File: src/rtl/tl_seq_pkg.sv
package tl_seq_pkg;

    // Layout of one packed duration word
    localparam int WORD_W  = 32;
    localparam int YEL_LSB = 0;
    localparam int YEL_W   = 8;
    localparam int RED_LSB = 8;
    localparam int RED_W   = 12;
    localparam int GRN_LSB = 20;
    localparam int GRN_W   = 12;
    localparam int CNT_W   = (GRN_W > RED_W) ? ((GRN_W > YEL_W) ? GRN_W : YEL_W)
                                             : ((RED_W > YEL_W) ? RED_W : YEL_W);

    // Reset contents of the duration words held in the register file
    localparam logic [WORD_W-1:0] PLAN_A_RST = 32'hCAFE_1234;
    localparam logic [WORD_W-1:0] PLAN_B_RST = 32'hFACE_5678;

    // Status codes
    localparam logic [1:0] CODE_RED    = 2'b00;
    localparam logic [1:0] CODE_GREEN  = 2'b01;
    localparam logic [1:0] CODE_YELLOW = 2'b10;

    // Lamp bit positions
    localparam int LAMP_RED = 0;
    localparam int LAMP_YEL = 1;
    localparam int LAMP_GRN = 2;
    localparam int LAMP_N   = 3;

    typedef enum logic [2:0] {
        PH_HALT,
        PH_RUN_RED,
        PH_RUN_GREEN,
        PH_RUN_YELLOW,
        PH_BLINK_RED,
        PH_BLINK_YEL
    } phase_e;

endpackage

File: src/rtl/tl_dur_pick.sv
module tl_dur_pick
    import tl_seq_pkg::*;
(
    input  logic [WORD_W-1:0] plan_a,
    input  logic [WORD_W-1:0] plan_b,
    input  logic              sel_b,
    input  phase_e            target,
    output logic [CNT_W-1:0]  dur
);
    logic [WORD_W-1:0] word;

    assign word = sel_b ? plan_b : plan_a;

    always_comb begin
        unique case (target)
            PH_RUN_GREEN:  dur = CNT_W'(word[GRN_LSB +: GRN_W]);
            PH_RUN_YELLOW: dur = CNT_W'(word[YEL_LSB +: YEL_W]);
            default:       dur = CNT_W'(word[RED_LSB +: RED_W]);
        endcase
    end
endmodule

File: src/rtl/tl_phase_timer.sv
module tl_phase_timer #(
    parameter int W = 12
) (
    input  logic         clk,
    input  logic         rst_n,
    input  logic         clr,
    input  logic         load,
    input  logic [W-1:0] load_val,
    output logic [W-1:0] cnt,
    output logic         expire
);
    localparam logic [W-1:0] ONE = W'(1);

    always_ff @(posedge clk) begin
        if (!rst_n)          cnt <= '0;
        else if (clr)        cnt <= '0;
        else if (load)       cnt <= load_val;
        else if (cnt != '0)  cnt <= cnt - ONE;
    end

    // A loaded value of 0 or 1 both end the phase after one cycle
    assign expire = (cnt <= ONE);

    AST_TMR_FLOOR: assert property (@(posedge clk) disable iff (!rst_n)
        (!clr && !load && cnt == '0) |=> (cnt == '0));
endmodule

File: src/rtl/tl_blink_gen.sv
module tl_blink_gen #(
    parameter int HALF = 25_000_000
) (
    input  logic clk,
    input  logic rst_n,
    input  logic active,
    output logic lit
);
    localparam int CW = (HALF > 1) ? $clog2(HALF) : 1;
    localparam logic [CW-1:0] LAST = CW'(HALF - 1);

    logic [CW-1:0] cnt;

    always_ff @(posedge clk) begin
        if (!rst_n || !active) begin
            cnt <= '0;
            lit <= 1'b1;
        end else if (cnt == LAST) begin
            cnt <= '0;
            lit <= ~lit;
        end else begin
            cnt <= cnt + CW'(1);
        end
    end

    AST_BLINK_CNT_RANGE: assert property (@(posedge clk) disable iff (!rst_n)
        cnt <= LAST);
    AST_BLINK_START_LIT: assert property (@(posedge clk) disable iff (!rst_n)
        !active |=> lit);
endmodule

File: src/rtl/traffic_phase_seq.sv
module traffic_phase_seq
    import tl_seq_pkg::*;
#(
    parameter int BLINK_HALF = 25_000_000
) (
    input  logic              clk,
    input  logic              rst_n,
    input  logic              run_en,
    input  logic              blink_yel,
    input  logic              blink_red,
    input  logic              profile_sel,
    input  logic [WORD_W-1:0] plan_a,
    input  logic [WORD_W-1:0] plan_b,
    output logic [1:0]        state_code,
    output logic [LAMP_N-1:0] lamp
);
    phase_e            ph_q, ph_d, load_tgt;
    logic              load, clr, expire, blinking, lit;
    logic [CNT_W-1:0]  dur, cnt;

    tl_dur_pick u_pick (
        .plan_a (plan_a),
        .plan_b (plan_b),
        .sel_b  (profile_sel),
        .target (load_tgt),
        .dur    (dur)
    );

    tl_phase_timer #(.W(CNT_W)) u_timer (
        .clk      (clk),
        .rst_n    (rst_n),
        .clr      (clr),
        .load     (load),
        .load_val (dur),
        .cnt      (cnt),
        .expire   (expire)
    );

    assign blinking = (ph_q == PH_BLINK_RED) || (ph_q == PH_BLINK_YEL);

    tl_blink_gen #(.HALF(BLINK_HALF)) u_blink (
        .clk    (clk),
        .rst_n  (rst_n),
        .active (blinking),
        .lit    (lit)
    );

    // Next phase and timer load
    always_comb begin
        ph_d     = ph_q;
        load     = 1'b0;
        load_tgt = PH_RUN_RED;
        if (!run_en) begin
            ph_d = PH_HALT;
        end else if (blink_red) begin
            ph_d = PH_BLINK_RED;
        end else if (blink_yel) begin
            ph_d = PH_BLINK_YEL;
        end else begin
            unique case (ph_q)
                PH_HALT, PH_BLINK_RED, PH_BLINK_YEL: begin
                    ph_d     = PH_RUN_RED;
                    load     = 1'b1;
                    load_tgt = PH_RUN_RED;
                end
                PH_RUN_RED: if (expire) begin
                    ph_d     = PH_RUN_GREEN;
                    load     = 1'b1;
                    load_tgt = PH_RUN_GREEN;
                end
                PH_RUN_GREEN: if (expire) begin
                    ph_d     = PH_RUN_YELLOW;
                    load     = 1'b1;
                    load_tgt = PH_RUN_YELLOW;
                end
                PH_RUN_YELLOW: if (expire) begin
                    ph_d     = PH_RUN_RED;
                    load     = 1'b1;
                    load_tgt = PH_RUN_RED;
                end
                default: ph_d = PH_HALT;
            endcase
        end
    end

    assign clr = (ph_d == PH_HALT) || (ph_d == PH_BLINK_RED) || (ph_d == PH_BLINK_YEL);

    // State register
    always_ff @(posedge clk) begin
        if (!rst_n) ph_q <= PH_HALT;
        else        ph_q <= ph_d;
    end

    // Outputs
    always_comb begin
        state_code = CODE_RED;
        lamp       = '0;
        unique case (ph_q)
            PH_HALT, PH_RUN_RED: begin
                state_code     = CODE_RED;
                lamp[LAMP_RED] = 1'b1;
            end
            PH_RUN_GREEN: begin
                state_code     = CODE_GREEN;
                lamp[LAMP_GRN] = 1'b1;
            end
            PH_RUN_YELLOW: begin
                state_code     = CODE_YELLOW;
                lamp[LAMP_YEL] = 1'b1;
            end
            PH_BLINK_RED: begin
                state_code     = CODE_RED;
                lamp[LAMP_RED] = lit;
            end
            PH_BLINK_YEL: begin
                state_code     = CODE_YELLOW;
                lamp[LAMP_YEL] = lit;
            end
            default: begin
                state_code = CODE_RED;
                lamp       = '0;
            end
        endcase
    end

    AST_LAMP_ONEHOT: assert property (@(posedge clk) disable iff (!rst_n)
        $onehot0(lamp));
    AST_STOP_ON_DISABLE: assert property (@(posedge clk) disable iff (!rst_n)
        !run_en |=> (state_code == CODE_RED && lamp == 3'b001));
    AST_RED_OVERRIDE: assert property (@(posedge clk) disable iff (!rst_n)
        (run_en && blink_red) |=> (state_code == CODE_RED && !lamp[LAMP_YEL] && !lamp[LAMP_GRN]));
    AST_GREEN_TO_YELLOW: assert property (@(posedge clk) disable iff (!rst_n)
        (ph_q == PH_RUN_GREEN && cnt <= CNT_W'(1) && run_en && !blink_red && !blink_yel)
        |=> (state_code == CODE_YELLOW));
    AST_RESUME_RED: assert property (@(posedge clk) disable iff (!rst_n)
        (blinking && run_en && !blink_red && !blink_yel) |=> (lamp == 3'b001 && !blinking));
endmodule

File: config.mk
export PLATFORM = sky130hd
export DESIGN_NAME = traffic_phase_seq
export DESIGN_NICKNAME = d
export VERILOG_FILES = /design/src/rtl/tl_seq_pkg.sv /design/src/rtl/tl_dur_pick.sv /design/src/rtl/tl_phase_timer.sv /design/src/rtl/tl_blink_gen.sv /design/src/rtl/traffic_phase_seq.sv
export SDC_FILE = /design/constraint.sdc
export NUM_CORES = 1
export LEC_CHECK = 0
export ABC_AREA = 1
export BUFFER_PORTS_ARGS = -buffer_cell sky130_fd_sc_hd__buf_2
export CAP_MARGIN = 5
export CORE_MARGIN = 8
export CORE_UTILIZATION = 48
export DETAILED_ROUTE_END_ITERATION = 16
export PLACE_DENSITY = 0.87
export SYNTH_ARGS = -nofsm -noshare
export SYNTH_HDL_FRONTEND = slang
export SYNTH_SLANG_ARGS = --single-unit
File: constraint.sdc
create_clock -name clk -period 1.56 [get_ports clk]
set_input_delay 0.234 -clock clk [delete_from_list [all_inputs] [get_ports clk]]
set_output_delay 0.234 -clock clk [all_outputs]
set_load 0.005 [all_outputs]
==> run metrics <==
initial antenna violation count 0; Final HPWL DP between 6000 and 7000 microns; CTS buffer count 5; RSZ-0062 raised after global routing true; first-pass GRT wire length 14400 microns; fmax 0.602 GHz; Clock power frac roughly 28%; Synth area leaders dfxtp_1 28%, nand2_1 22%, nor2_1 7.2%, nand3_1 5.9%, inv_1 4.8%; cell row count 28; Routed Antenna Nets 0; top cell type's share of synthesized area 28.5%; Worst EP required ~1.7 ns; Clock Skews 0.00788 ns; Tot GR Track Use 19.7%; total power draw 2480 uW; P_sw 784 uW; slowest cell on the critical path dfxtp_2; worst path cell trace ha_4 > nand3_4 > nor2_4 > nand2_2 > nor2_4 > nand4_1 > nand2_4 > clkbuf_16 > nor3b_1; core area 5850 sq um; power density over cell area 571 nW/um^2; Final period util 106%; final hold viol count 0; port bufs 74; I/O pin total 75; Pleak about 0.0020 uW; Mapped Area 2880 sq um; layout cells sized above 1 40.8%; WL/cell approximately 16 microns; deepest level of the CTS H-tree 2; sequential power share 43.2%; Seq cells post-synth just over 40; Crit Path Max Fanout 10; number of global-route vias before repair 3505; P&R area growth vs syn 50.4%; count of non-filler cells in the finished layout 665; Core Util, Final 74.1%; crit end category flop; clk_lat worst skew 0.29 ns; Post-CTS Hold Buffers 0; Remaining Overflow, GRT 0; Net count, final about 660; CTS tree yes; Final setup viols 37; Starting Density ~49%; r2r startpoint u_blink.cnt[1]; worst hold margin 0.109 ns; slowest stage delay, CP 0.37 ns; Synth area leader dfxtp_1; cells after synthesis 468; DRC violation count after routing 0; Post-synth EDFFs 0; Reg clk slew, reported paths 0.08 ns; CTS Root Cell clkbuf_8; Worst-Margin Slew 0.593 ns; max cap viols 0; Mapped Nets around 540; Die W 93.5 microns; antenna cells 0; critical path startpoint u_blink.cnt[1]; drt pass-1 iters 5; status finished with violations; synth warn 0; hold path cells 2; die height 93.5 microns; mean area per synthesized cell 6.15 sq um; number of cells on the worst reg-to-reg path 9; pin count of the biggest net entering global routing 31; violated checks setup timing; full die area 8740 sq um; post-route cell area 4330 sq um; Crit Path Class flop to flop; Vias 3756; GPL Wtd Cong about 0.95; Distinct cells, synth 40; crit path time final roughly 1.7 ns; placed instance count 637; main flop type after synthesis dfxtp_1; post-DR vias/cell 5.65; hold path start blink_red; Seq/Total Area, Yosys 28.5%; Comb power frac slightly below 30%; Post-Route WL 10900 microns; Rel. slew slack about three fifths; Initial DRC Count between 200 and 300; clk sink count 41; Slew Viols, Final 0; CP most frequent cell nor2_4; P_int ~1700 uW; VDD IR-drop max 505 uV; post-synthesis async set-or-reset flop share 0%; HP Class primary input to flop; DP Area 3550 sq um; nature of the critical path startpoint flop; min setup slack post-route -0.101 ns; clock tree buffer depth 2; crit path DAT 1.85 ns; Net Sw Frac a little under a third
[power groups by stage]
stage	combinational [uW]	clock (uW)	sequential [uW]
after floorplan	298	0	1090
after global placement	496	0	1090
after detailed placement	508	0	1090
after CTS	538	678	1070
after global routing	772	724	1070
final	717	688	1070
[cell usage in the layout (no fill, tap or decap), drive strengths merged]
| master | n |
|---|---|
| xnor2 | 4 |
| a31o | 1 |
| clkinvlp | 1 |
| clkbuf | 10 |
| o31ai | 2 |
| a21oi | 20 |
| nand3 | 35 |
| nor2 | 64 |
| mux2i | 2 |
| a211oi | 1 |
| o21a | 1 |
| a311oi | 1 |
| buf | 124 |
| dfxtp | 41 |
| nand4 | 11 |
| nor4 | 1 |
| inv | 38 |
| nor3b | 8 |
| or2 | 2 |
| clkinv | 2 |
| and3 | 2 |
| ha | 3 |
| nand2 | 176 |
| xor2 | 9 |
| nor3 | 14 |
| o21ai | 15 |
| nand3b | 2 |
[area by class of cell]
class / instances / area (sq um)
clock buffer: 8 / 80.1
tap: 75 / 93.8
multi-input combinational: 374 / 2290
timing repair buffer: 126 / 860
sequential: 41 / 837
inverter: 41 / 175
fill: 382 / 1520
[through the flow]
step	setup slack, ns	TNS [ns]
CTS	-0.0424	-0.102
detailed placement	-0.166	-1.85
global route	-0.197	-5.71
floorplan	0.00332	0
finish	-0.101	-2.34
global placement	-0.0554	-0.372
[worst max-delay path, delay by kind of cell, from the launching register on]
| family | cells | cell delay [ns] |
|---|---|---|
| adders and majority gates | 1 | 0.15 |
| buffers and inverters | 1 | 0.18 |
| DFF | 1 | 0.37 |
| and+or+nand+nor | 7 | 0.85 |
[sequential cells by signal (all words and copies together) (netlist names)]
signal / flops
ph_q: 3
u_timer.cnt: 12
u_blink.lit: 1
u_blink.cnt: 25
[cell families (layout without fill, tap and decap cells)]
| family | count (synthesis) | after routing | share of synthesized area, % |
|---|---|---|---|
| muxes | 2 | 2 | 0.695 |
| DFF | 41 | 41 | 28.5 |
| adders and majority gates | 3 | 3 | 1.30 |
| buffers and inverters | 55 | 175 | 8.47 |
| and+or+nand+nor | 313 | 315 | 49.3 |
| xor gates and xnor gates | 13 | 13 | 3.95 |
| AOI/OAI and AO/OA | 41 | 41 | 7.73 |
[metal layers]
layer | track usage [%] | up-vias | share of wire, %
met4 | 10.5 | 0 | 5.6
li1 | - | 1745 | -
met5 | 0 | - | 0
met3 | 3.93 | 65 | 6.2
met2 | 36.0 | 244 | 51
met1 | 20.8 | 1702 | 37
[cells in the mapped netlist, types with 4 or more instances]
library cell / count
nand2_1: 168
nor2_1: 55
dfxtp_1: 41
inv_1: 37
nand3_1: 34
a21oi_1: 20
nor3_1: 14
o21ai_0: 12
nand4_1: 9
xor2_1: 9
clkbuf_1: 7
nor3b_1: 7
nand2_2: 5
buf_6: 4
nor2_2: 4
nor2_4: 4
xnor2_1: 4
[repair_timing]
action,CTS,global route
pin swaps,10,36
setup endpoints to repair,39,40
buffers inserted,3,12
resized for setup,32,103
gates cloned,2,3
[worst paths after layout]
kind,endpoint,slack [ns]
hold reg to reg,u_blink.cnt[24],0.49
setup / recovery,u_blink.cnt[4],-0.10
setup reg to reg,u_blink.cnt[4],-0.10
hold / removal,ph_q[0],0.11
Note: power is estimated with default switching activity, not from simulation.
